### src/rtl/nv_sequencer.sv
module nv_sequencer #(
  parameter int STORE_CYC = 64,
  parameter int CLEAR_CYC = 8,
  parameter int LOAD_CYC  = 32,
  parameter int GRACE_CYC = 10
)(
  input  logic clk,
  input  logic rst_n,
  input  logic pwr_low,
  input  logic sw_store_req,
  input  logic sw_recall_req,
  input  logic wr_req,
  input  logic wr_inflight,
  output logic busy,
  output logic wr_block,
  output logic store_start,
  output logic recall_start,
  output logic rcl_clear,
  output logic rcl_load
);
  localparam int M1   = (STORE_CYC > LOAD_CYC) ? STORE_CYC : LOAD_CYC;
  localparam int M2   = (CLEAR_CYC > GRACE_CYC) ? CLEAR_CYC : GRACE_CYC;
  localparam int MAXC = (M1 > M2) ? M1 : M2;
  localparam int CW   = $clog2(MAXC + 1);

  typedef enum logic [2:0] {S_IDLE, S_GRACE, S_STORE, S_CLEAR, S_LOAD} st_t;

  st_t           st, nst;
  logic [CW-1:0] cnt, ncnt;
  logic          dirty, rcl_pend;
  logic          go_store, go_rcl, done_st, done_rcl;

  assign busy      = (st == S_STORE) || (st == S_CLEAR) || (st == S_LOAD);
  assign wr_block  = pwr_low | busy;
  assign rcl_clear = (st == S_CLEAR);
  assign rcl_load  = (st == S_LOAD);

  always_comb begin
    nst      = st;
    ncnt     = cnt;
    go_store = 1'b0;
    go_rcl   = 1'b0;
    done_st  = 1'b0;
    done_rcl = 1'b0;
    unique case (st)
      S_IDLE: begin
        if (pwr_low) begin
          if (dirty) begin
            if (wr_inflight) begin
              nst  = S_GRACE;
              ncnt = CW'(GRACE_CYC - 1);
            end else begin
              go_store = 1'b1;
            end
          end
        end else if (rcl_pend) begin
          go_rcl = 1'b1;
        end else if (sw_store_req) begin
          go_store = 1'b1;
        end else if (sw_recall_req) begin
          go_rcl = 1'b1;
        end
      end
      S_GRACE: begin
        if (!wr_inflight || cnt == '0) go_store = 1'b1;
        else ncnt = cnt - CW'(1);
      end
      S_STORE: begin
        if (cnt == '0) begin
          nst     = S_IDLE;
          done_st = 1'b1;
        end else begin
          ncnt = cnt - CW'(1);
        end
      end
      S_CLEAR: begin
        if (pwr_low) begin
          nst = S_IDLE;
        end else if (cnt == '0) begin
          nst  = S_LOAD;
          ncnt = CW'(LOAD_CYC - 1);
        end else begin
          ncnt = cnt - CW'(1);
        end
      end
      S_LOAD: begin
        if (pwr_low) begin
          nst = S_IDLE;
        end else if (cnt == '0) begin
          nst      = S_IDLE;
          done_rcl = 1'b1;
        end else begin
          ncnt = cnt - CW'(1);
        end
      end
      default: nst = S_IDLE;
    endcase
    if (go_store) begin
      nst  = S_STORE;
      ncnt = CW'(STORE_CYC - 1);
    end
    if (go_rcl) begin
      nst  = S_CLEAR;
      ncnt = CW'(CLEAR_CYC - 1);
    end
  end

  always_ff @(posedge clk) begin
    if (!rst_n) begin
      st           <= S_IDLE;
      cnt          <= '0;
      dirty        <= 1'b0;
      rcl_pend     <= 1'b1;
      store_start  <= 1'b0;
      recall_start <= 1'b0;
    end else begin
      st           <= nst;
      cnt          <= ncnt;
      store_start  <= go_store;
      recall_start <= go_rcl;
      if (done_st || done_rcl)        dirty <= 1'b0;
      else if (wr_req && !wr_block)   dirty <= 1'b1;
      if (pwr_low)                    rcl_pend <= 1'b1;
      else if (done_rcl)              rcl_pend <= 1'b0;
    end
  end

  p_write_marks_r2: assert property (@(posedge clk) disable iff (!rst_n)
    (wr_req && !wr_block) |=> dirty);

  p_grace_open_r3: assert property (@(posedge clk) disable iff (!rst_n)
    (st == S_GRACE) |-> (!busy && int'(cnt) < GRACE_CYC));

  p_no_store_clean_r4: assert property (@(posedge clk) disable iff (!rst_n)
    (st == S_IDLE && pwr_low && !dirty) |=> !store_start);

  p_store_holds_r7: assert property (@(posedge clk) disable iff (!rst_n)
    (st == S_STORE && cnt != '0) |=> (busy && !rcl_clear && !rcl_load));

  p_phase_order_r8: assert property (@(posedge clk) disable iff (!rst_n)
    $rose(rcl_load) |-> $past(rcl_clear));

  p_pend_latch_r9: assert property (@(posedge clk) disable iff (!rst_n)
    pwr_low |=> rcl_pend);

  p_clean_after_r10: assert property (@(posedge clk) disable iff (!rst_n)
    (st == S_STORE && cnt == '0) |=> !dirty);

  p_abandon_r11: assert property (@(posedge clk) disable iff (!rst_n)
    ((rcl_clear || rcl_load) && pwr_low) |=> (!busy && rcl_pend));

  p_one_start_r12: assert property (@(posedge clk) disable iff (!rst_n)
    !(store_start && recall_start));
endmodule

### config.mk
export PLATFORM = sky130hd
export DESIGN_NAME = nv_sequencer
export DESIGN_NICKNAME = d
export VERILOG_FILES = /design/src/rtl/nv_sequencer.sv
export SDC_FILE = /design/constraint.sdc
export NUM_CORES = 1
export LEC_CHECK = 0
export BUFFER_PORTS_ARGS = -buffer_cell sky130_fd_sc_hd__buf_2
export CAP_MARGIN = 10
export CORE_ASPECT_RATIO = 0.7
export CORE_MARGIN = 2
export CORE_UTILIZATION = 50
export CTS_CLUSTER_SIZE = 28
export DETAILED_ROUTE_END_ITERATION = 12
export GPL_TIMING_DRIVEN = 0
export PLACE_DENSITY_LB_ADDON = 0.05
export RECOVER_POWER = 25
export SLEW_MARGIN = 5
export SYNTH_ARGS = -nofsm -noshare
export SYNTH_HDL_FRONTEND = slang
export SYNTH_SLANG_ARGS = --single-unit
### constraint.sdc
create_clock -name clk -period 2.4 [get_ports clk]
set_clock_uncertainty 0.2 [all_clocks]
set_input_delay 0.48 -clock clk [delete_from_list [all_inputs] [get_ports clk]]
set_output_delay 0.48 -clock clk [all_outputs]
set_load 0.01 [all_outputs]
==> key figures, run 1 <==
Outcome
  • Status: completed

Place
  • Placed instance area: roughly 0.0011 sq mm
  • RD Place Congestion: 0.8402
  • I/O Buffers: 12
  • Hpwl dp: around 1800 um

Worst setup path
  • Top cell family by delay on the critical path: simple AND/OR/NAND/NOR gates
  • Worst Path Arrival: between 2000 and 2500 ps
  • CP startpoint kind: register
  • CP Class: register to register
  • WP buf/inv: 1
  • FF-to-FF Start: cnt[0]$_SDFFE_PN0P_
  • Worst path required time: roughly 2400 ps
  • Worst path max stage delay: about 500 ps
  • CP Capture Type: register
  • CP Depth: 7
  • R2R Setup Slk: between 40 and 50 ps
  • CP Cell Sequence: inv_2 -> ha_4 -> or4b_4 -> or3_4 -> a31o_4 -> o21ai_0 -> o221a_1
  • Critical Path Sink: cnt[1]$_SDFFE_PN0P_
  • Register-to-Register Path Depth: 7
  • Reg-to-Reg End: cnt[1]$_SDFFE_PN0P_
  • Critical Path Source: cnt[0]$_SDFFE_PN0P_
  • Max FO, Critical Path: 5
  • CP max stage cell: or4b_4

GRT
  • Largest net degree at the start of global routing: 11
  • First-pass GRT wire length: 3636 um
  • Initial antenna violation count: 0
  • All-Layer GR Usage: a little over a fifth
  • GRT Residual Overflow: 0
  • Vias in the first global route: roughly 780

Die
  • Core area: 0.001838 sq mm
  • Top-level port count: 13
  • Initial core utilization: 52.76%
  • Die Ht: 40.85 um
  • # rows: 13
  • Die area: between 0.002 and 0.0025 sq mm
  • Chip width: between 50 and 60 um

Synthesis
  • Post-synthesis simple-gate area fraction: 22.71%
  • Asr flop ratio synth: 0%
  • Dominant cell type by area after synthesis: dfxtp_1
  • Post-Syn Area: just under 0.001 sq mm
  • Seq cells post-synth: 14
  • Syn Nets: 122
  • Synth Area in XOR/XNOR: 0%
  • Mux contribution to synthesized area: 1.032%
  • Compound-Gate Fraction of Synth Area: a little under two fifths
  • Count of unique library cells instantiated by Yosys: between 40 and 50
  • Synth top area share: 28.90%
  • Largest cells by area after synthesis: dfxtp_1 29%, a21oi_1 6.2%, a31oi_1 3.9%
  • Synth warn: 0
  • Synth Area in Adders: about 1.3%
  • Post-synth EDFFs: 0
  • Mapped Avg Cell Area: 8.506 sq um
  • Sequential element share of the synthesized area: just under 30%
  • Post-synth top flop: dfxtp_1
  • Largest family of logic cells by synthesized area: compound AO/OA/AOI/OAI gates
  • Cell count after synthesis: 114

Clocking
  • CTS sink count: 14
  • Hold Buf Count CTS: 0
  • CTS tree: built
  • Clk pin slew, worst setup/hold paths: 90 ps
  • Num CTS Buffers: 3
  • # H-tree levels: 1
  • Skew-Pair Late Insertion Delay: 290 ps
  • Clk buf depth: 2
  • CTS Root Cell: clkbuf_4

Drt
  • WL per Instance: ~16 um
  • Post-DRT Antenna Nets: 0
  • WL met2: 1067 um
  • Initial DRC count: 53
  • Max Used Layer: met4
  • DRT Wirelength: about 2500 um
  • WL met3: around 220 um
  • Metal-1 WL: between 1000 and 1500 um
  • Vias per inst: around 6.3
  • Drc violations: 0
  • Vias: approximately 990
  • DRT Pass-1 Iters: 4

Job
  • Number of max-cap violations: 0

Final layout
  • Post-route cell area: 0.001169 sq mm
  • Commonest non-fill, non-tap cell in the layout: dfxtp_1
  • Fraction of layout cells with a size suffix above 1: between 30% and 40%
  • Most frequent cells in the layout: 12 x dfxtp_1, 11 x a21oi_1, 10 x buf_2
  • Filler Cell Count: 162
  • Layout area overhead: 20.52%
  • Antenna cell count: 0
  • Final #Nets: 143

STA
  • Final Max Slew Viols: 0
  • Final hold slack: between 200 and 250 ps
  • Worst-margin pin slew: 568.1 ps
  • Max Fclk: 0.4254 GHz
  • Tmin final: 2351 ps
  • Fin. Hold Viols: 0
  • Max_slew headroom: approximately three fifths
  • Final Cycle Share: 97.95%
  • Final setup vio count: 0

Pwr
  • Peak supply drop: between 0.0008 and 0.0009 V
  • Final Power: between 1.5 and 2 mW
  • Power Dens Cells: around 1400 mW/mm^2
  • Leak pwr: ~0.45 nW

Hold path
  • Path type of the worst min-delay path: input pin to register
==> state kept, by name, summed over array words and instances (netlist names) <==
name,flops
cnt,7
st,3
dirty,1
rcl_pend,1
store_start,1
recall_start,1
==> routing by layer <==
metal	vias up	global-route usage (%)
li1	472	-
met2	49	33.14
met3	4	7.256
met1	464	28.33
met4	0	7.143
met5	-	0
==> how the worst min path moves through the flow <==
| stage | endpoint | depth (start not counted) | start |
|---|---|---|---|
| after floorplan | rcl_pend$_SDFFE_PP1P_ | 1 | rcl_pend$_SDFFE_PP1P_ |
| after global placement | rcl_pend$_SDFFE_PP1P_ | 1 | rcl_pend$_SDFFE_PP1P_ |
| after detailed placement | rcl_pend$_SDFFE_PP1P_ | 1 | rcl_pend$_SDFFE_PP1P_ |
| after CTS | dirty$_SDFFE_PP0P_ | 3 | wr_req |
| after global routing | dirty$_SDFFE_PP0P_ | 3 | wr_req |
| final | dirty$_SDFFE_PP0P_ | 3 | wr_req |
==> area by class of cell <==
class	count	area [sq um]	share of cell area [%]
tap	22	27.53	2.355
buffer	5	53.80	4.604
timing repair buffer	16	100.1	8.565
multi-input combinational	88	641.9	54.93
inverter	7	26.28	2.248
clock buffer	4	36.28	3.105
sequential	14	282.8	24.20
==> what timing repair did <==
item,in CTS,in global routing
setup endpoints to repair,6,10
gates resized for setup,1,9
gates cloned,0,0
pin swaps,2,3
setup buffers,2,2
==> cells in the mapped netlist (3+ instances only) <==
cell	number
o21ai_0	7
o31ai_1	4
a21oi_1	12
inv_1	7
a31oi_1	6
o21a_1	3
nand2b_1	4
nor2_1	9
dfxtp_1	14
nand2_1	7
==> worst register-to-register path: stages (launching register included) <==
cell	delay, ps
dfxtp_2	350
inv_2	70
ha_4	140
or4b_4	500
or3_4	440
a31o_4	270
o21ai_0	100
o221a_1	210
==> kinds of logic after synthesis <==
logic type | Yosys count
adder cells (fa/ha/maj) | 1
buffers and inverters | 12
AND/OR/NAND/NOR | 37
AO/OA/AOI/OAI | 49
flip-flops | 14
multiplexers | 1
==> power by group <==
| part | total, mW | internal [mW] | switching, mW |
|---|---|---|---|
| sequential | 0.406 | 0.311 | 0.0943 |
| clock | 0.173 | 0.0924 | 0.0807 |
| combinational | 1.10 | 0.514 | 0.582 |
==> per-stage QoR <==
stage                     utilization, %  setup WS, ps  instances  setup TNS (ps)
after floorplan                        -         132.5        114               0
after global placement             57.52        -1.354        148          -1.354
after detailed placement           57.52        -5.976        148          -6.315
after CTS                          60.65         7.878        154               0
after global routing               63.58        -26.46        156          -26.46
final                              63.58         49.30        156               0
No activity file was read; power rests on OpenSTA's default activity.
==> inputs of run 2 (changes only) <==
Settings changed: CORE_ASPECT_RATIO 0.7 to unset, CORE_UTILIZATION 50 to 55.
Clock period 2.4 ns to 2.35 ns, I/O delays scaled along.
==> key figures, run 2 (synthesis results as in run 1) <==
Final layout
  • Antenna cell count: 0
  • Biggest register: cnt
  • Final design utilization: between 70 and 80%
  • Non-Filler Instances: around 160
  • Most frequent cells in the layout: 11 x a21oi_1, 11 x dfxtp_1, 10 x buf_2
  • Fraction of layout cells with a size suffix above 1: 38.13%
  • Register area: about 290 sq um
  • Largest registers: cnt (7), st (3)
  • Filler Cell Count: roughly 130
  • Post-route cell area: 0.001214 sq mm
  • Multi-input logic area: about 650 sq um
  • Final #Nets: approximately 150
  • Largest register FFs: 7
  • Layout area overhead: 25.16%

Pwr
  • Int Pwr: a little under 1 mW
  • Peak supply drop: 0.0006984 V
  • Switching part of the total power: between 40% and 50%
  • Clock Power Share: roughly a tenth
  • Comb power frac: between 60% and 70%
  • Sequential power share: 23.1%
  • Leak pwr: between 0.4 and 0.5 nW
  • Power Dens Cells: ~1500 mW/mm^2
  • Switching pwr: 0.7886 mW

Worst setup path
  • Max FO, Critical Path: 5
  • CP startpoint kind: register
  • CP Capture Type: register
  • Worst path max stage delay: between 400 and 500 ps
  • CP max stage cell: or4b_4
  • Register-to-Register Path Depth: 7
  • CP Class: register to register
  • Top cell family by delay on the critical path: simple AND/OR/NAND/NOR gates
  • CP Cell Sequence: inv_2 -> ha_4 -> or4b_4 -> or3_4 -> a31o_4 -> o21a_1 -> o221a_2
  • FF-to-FF Start: cnt[1]$_SDFFE_PN0P_
  • R2R Setup Slk: 70 ps
  • Reg-to-Reg End: cnt[2]$_SDFFE_PN0P_
  • WP buf/inv: 1
  • Worst path required time: 2340 ps
  • Worst Path Arrival: approximately 2300 ps

Place
  • I/O Buffers: 12
  • Placed instance count: 143
  • Placed instance area: between 0.001 and 0.0015 sq mm
  • RD Place Congestion: approximately 0.85
  • Hpwl dp: around 1700 um

Die
  • # rows: 15
  • Die area: around 0.0021 sq mm
  • Initial core utilization: between 50% and 60%
  • Chip width: 45.99 um
  • Top-level port count: 13
  • Die Ht: around 46 um
  • Core area: 0.001689 sq mm

STA
  • Final TNS setup: 0 ps
  • Max_slew headroom: roughly two thirds
  • Final setup vio count: 0
  • Final hold slack: 200.9 ps
  • Fin. Hold Viols: 0
  • Final Max Slew Viols: 0
  • Tmin final: 2285 ps
  • Final Cycle Share: between 90% and 100%
  • Max Fclk: roughly 0.44 GHz
  • Worst-margin pin slew: 474.3 ps
  • RSZ-0062 raised after global routing: false

GRT
  • First-pass GRT wire length: 4029 um
  • Vias in the first global route: between 800 and 900
  • Initial antenna violation count: 0
  • GRT Residual Overflow: 0
  • All-Layer GR Usage: between 20% and 30%
  • Largest net degree at the start of global routing: 11

Clocking
  • Clk pin slew, worst setup/hold paths: around 90 ps
  • Clk buf depth: 2
  • Skew-Pair Late Insertion Delay: about 290 ps
  • CTS sink count: 14
  • Hold Buf Count CTS: 0
  • # H-tree levels: 1
  • CTS tree: built
  • CTS Root Cell: clkbuf_4
  • Num CTS Buffers: 3

Drt
  • DRT Wirelength: 2461 um
  • Post-DRT Antenna Nets: 0
  • DRT Pass-1 Iters: 4
  • Drc violations: 0
  • Vias: a little under 1000
  • Initial DRC count: 38
  • WL per Instance: between 15 and 20 um
  • Vias per inst: 6.192

Hold path
  • Worst Hold Depth: 3
  • Path type of the worst min-delay path: input pin to register
  • Hold Path Sink: dirty$_SDFFE_PP0P_
  • Hold path start: wr_req

Outcome
  • Status: completed

Job
  • Number of max-cap violations: 0
==> run 2: area by class of cell <==
| type | instances | area share [%] |
|---|---|---|
| sequential | 14 | 23.61 |
| inverter | 7 | 2.165 |
| multi-input combinational | 88 | 53.71 |
| tap | 17 | 1.753 |
| clock buffer | 4 | 2.990 |
| buffer | 5 | 4.433 |
| timing repair buffer | 21 | 11.34 |
==> run 2: worst reg2reg max path, delay by kind of cell (launching register included) <==
| family | cells | cell delay, ps |
|---|---|---|
| and+or+nand+nor | 2 | 870 |
| AOI/OAI and AO/OA | 3 | 570 |
| DFF | 1 | 350 |
| adders and majority gates | 1 | 140 |
| buffers and inverters | 1 | 70 |
==> run 2: per-stage QoR <==
stage               power [mW]  setup WS (ps)
finish                   1.774          65.11
global placement         1.335         -40.69
detailed placement       1.358         -64.92
floorplan                1.148          82.45
global route             1.892          14.88
CTS                      1.665          7.774
==> run 2: what timing repair did <==
action,in CTS,in global routing
endpoints found under the setup margin,8,9
pin swaps,4,8
gates resized for setup,7,7
setup buffers,5,4
==> run 2: worst max path at each step <==
| stage | startpoint | to | cells after the start |
|---|---|---|---|
| after floorplan | cnt[0]$_SDFFE_PN0P_ | cnt[2]$_SDFFE_PN0P_ | 7 |
| after global placement | cnt[0]$_SDFFE_PN0P_ | st[0]$_SDFFE_PN0P_ | 8 |
| after detailed placement | cnt[0]$_SDFFE_PN0P_ | st[0]$_SDFFE_PN0P_ | 8 |
| after CTS | cnt[0]$_SDFFE_PN0P_ | cnt[2]$_SDFFE_PN0P_ | 7 |
| after global routing | st[1]$_SDFFE_PN0P_ | wr_block | 6 |
| final | cnt[1]$_SDFFE_PN0P_ | cnt[2]$_SDFFE_PN0P_ | 7 |
==> run 2: metal layers <==
layer	vias up	share of wire, %	global-route usage (%)
met2	35	44	38.89
met1	445	48	38.52
met3	5	5.5	3.571
li1	481	-	-
met4	0	1.9	10.29
met5	-	0	0
==> run 2: power by group through the flow <==
stage                     clock, mW  sequential, mW  combinational [mW]
after detailed placement          0           0.406               0.952
final                         0.180           0.410                1.18
after floorplan                   0           0.386               0.762
after global placement            0           0.400               0.935
after CTS                     0.183           0.401                1.08
after global routing          0.194           0.422                1.28
==> inputs of run 3 (changes only) <==
Settings changed: CORE_ASPECT_RATIO set to 0.7, CORE_UTILIZATION 55 to 50, RECOVER_POWER 25 to unset.
==> key figures, run 3 (synthesis results as in run 1) <==
Pwr
  • Leak pwr: around 0.46 nW
  • Power Dens Cells: roughly 1500 mW/mm^2
  • Peak supply drop: ~0.00081 V

GRT
  • All-Layer GR Usage: between 20 and 25%
  • Vias in the first global route: about 790
  • Largest net degree at the start of global routing: 11
  • Initial antenna violation count: 0
  • First-pass GRT wire length: between 3000 and 4000 um
  • GRT Residual Overflow: 0

Final layout
  • Antenna cell count: 0
  • Largest registers: cnt (7), st (3)
  • Most frequent cells in the layout: 12 x buf_2, 11 x dfxtp_1, 10 x a21oi_1
  • Largest register FFs: 7
  • Biggest register: cnt
  • Final #Nets: around 140
  • Commonest non-fill, non-tap cell in the layout: buf_2
  • Layout area overhead: 21.42%
  • Filler Cell Count: ~170
  • Register area: between 200 and 300 sq um
  • Fraction of layout cells with a size suffix above 1: between 30% and 40%
  • Multi-input logic area: roughly 650 sq um

Worst setup path
  • FF-to-FF Start: cnt[1]$_SDFFE_PN0P_
  • Max FO, Critical Path: 5
  • Register-to-Register Path Depth: 7
  • Worst Path Arrival: between 2000 and 2500 ps
  • R2R Setup Slk: between 60 and 70 ps
  • CP startpoint kind: register
  • Worst path max stage delay: roughly 500 ps
  • CP Capture Type: register
  • Reg-to-Reg End: cnt[1]$_SDFFE_PN0P_
  • CP max stage cell: or4b_4
  • CP Cell Sequence: inv_2 -> ha_4 -> or4b_4 -> or3_4 -> a31o_4 -> o21ai_0 -> o221a_1
  • Critical Path Source: cnt[1]$_SDFFE_PN0P_
  • Worst path required time: ~2400 ps
  • CP Class: register to register
  • Critical Path Sink: cnt[1]$_SDFFE_PN0P_

Place
  • Hpwl dp: 1753 um
  • RD Place Congestion: approximately 0.84
  • I/O Buffers: 12
  • Pre-CTS worst setup slack: -55.98 ps

Drt
  • Drc violations: 0
  • Post-DRT Antenna Nets: 0
  • Vias: between 1000 and 1500
  • Vias per inst: between 6 and 7
  • DRT Wirelength: between 2000 and 3000 um
  • DRT Pass-1 Iters: 4
  • Initial DRC count: 52
  • WL per Instance: 16.40 um

STA
  • Final Cycle Share: 97.35%
  • Final setup vio count: 0
  • Max_slew headroom: approximately two thirds
  • Tmin final: between 2000 and 2500 ps
  • Worst-margin pin slew: 499.2 ps
  • Max Fclk: approximately 0.44 GHz
  • Final Max Slew Viols: 0
  • Final TNS setup: 0 ps
  • Final worst slack: approximately 62 ps
  • Fin. Hold Viols: 0

Die
  • Die Ht: approximately 41 um
  • # rows: 13
  • Die area: around 0.0023 sq mm
  • Top-level port count: 13
  • Chip width: 56.64 um
  • Initial core utilization: 52.76%
  • Core area: 0.001838 sq mm

Clocking
  • Clk buf depth: 2
  • Hold Buf Count CTS: 0
  • CTS tree: built
  • Num CTS Buffers: 3
  • Skew-Pair Late Insertion Delay: slightly below 300 ps
  • CTS Root Cell: clkbuf_4
  • CTS sink count: 14
  • # H-tree levels: 1
  • Clk pin slew, worst setup/hold paths: approximately 100 ps

Job
  • Number of max-cap violations: 0

Outcome
  • Status: completed

Hold path
  • Hold path start: wr_req
  • Path type of the worst min-delay path: input pin to register
  • Worst Hold Depth: 3
[run 3: changes by cell type in the layout (fill, tap and decap cells not counted), sizes merged]
cell,change
buf,-3
clkbuf,-2
[run 3: what timing repair did]
| item | in CTS | in global routing |
|---|---|---|
| hold endpoints to repair | 0 | 0 |
| pin swaps | 6 | 4 |
| resized for setup | 6 | 6 |
| endpoints found under the setup margin | 7 | 9 |
| buffers inserted | 3 | 1 |
[run 3: routing by layer]
metal | vias up | wire length, um | GRT usage [%]
met5 | - | 0 | 0
met4 | 0 | 34 | 7.738
met3 | 4 | 207 | 6.940
met2 | 47 | 1108 | 34.30
met1 | 478 | 1209 | 28.33
li1 | 474 | - | -
[run 3: how the worst min path moves through the flow]
stage	slack (ps)	endpoint
4_1_cts	220	dirty$_SDFFE_PP0P_
6_report	210	dirty$_SDFFE_PP0P_
2_1_floorplan	240	rcl_pend$_SDFFE_PP1P_
3_5_place_dp	280	rcl_pend$_SDFFE_PP1P_
3_3_place_gp	270	rcl_pend$_SDFFE_PP1P_
5_1_grt	230	dirty$_SDFFE_PP0P_
[run 3: where the power goes]
| group | leakage [nW] | total, mW | internal [mW] | switching (mW) |
|---|---|---|---|---|
| clock network | 0.0210 | 0.177 | 0.0944 | 0.0827 |
| registers | 0.116 | 0.418 | 0.320 | 0.0982 |
| logic | 0.319 | 1.12 | 0.520 | 0.605 |
[run 3: critical path, delay by kind of cell (launching register included)]
| kind | cells | cell delay, ps |
|---|---|---|
| AOI/OAI and AO/OA | 3 | 580 |
| adders and majority gates | 1 | 140 |
| buffers and inverters | 1 | 80 |
| DFF | 1 | 340 |
| and+or+nand+nor | 2 | 880 |
[run 3: layout make-up]
type                       count  area share (%)
multi-input combinational     88           54.94
sequential                    14           24.12
timing repair buffer          16           8.714
buffer                         5           4.570
clock buffer                   4           3.082
tap                           22           2.338
inverter                       7           2.232
[run 3: per-stage QoR]
| stage | power (mW) | std cells | area [sq um] | util (%) | hold slack [ps] |
|---|---|---|---|---|---|
| floorplan | 1.148 | 114 | 969.7 | - | 240.4 |
| global placement | 1.339 | 148 | 1057 | 57.52 | 270.5 |
| detailed placement | 1.356 | 148 | 1057 | 57.52 | 275.8 |
| CTS | 1.635 | 155 | 1136 | 61.81 | 217.3 |
| global route | 1.819 | 156 | 1177 | 64.06 | 226.1 |
| finish | 1.720 | 156 | 1177 | 64.06 | 214.3 |
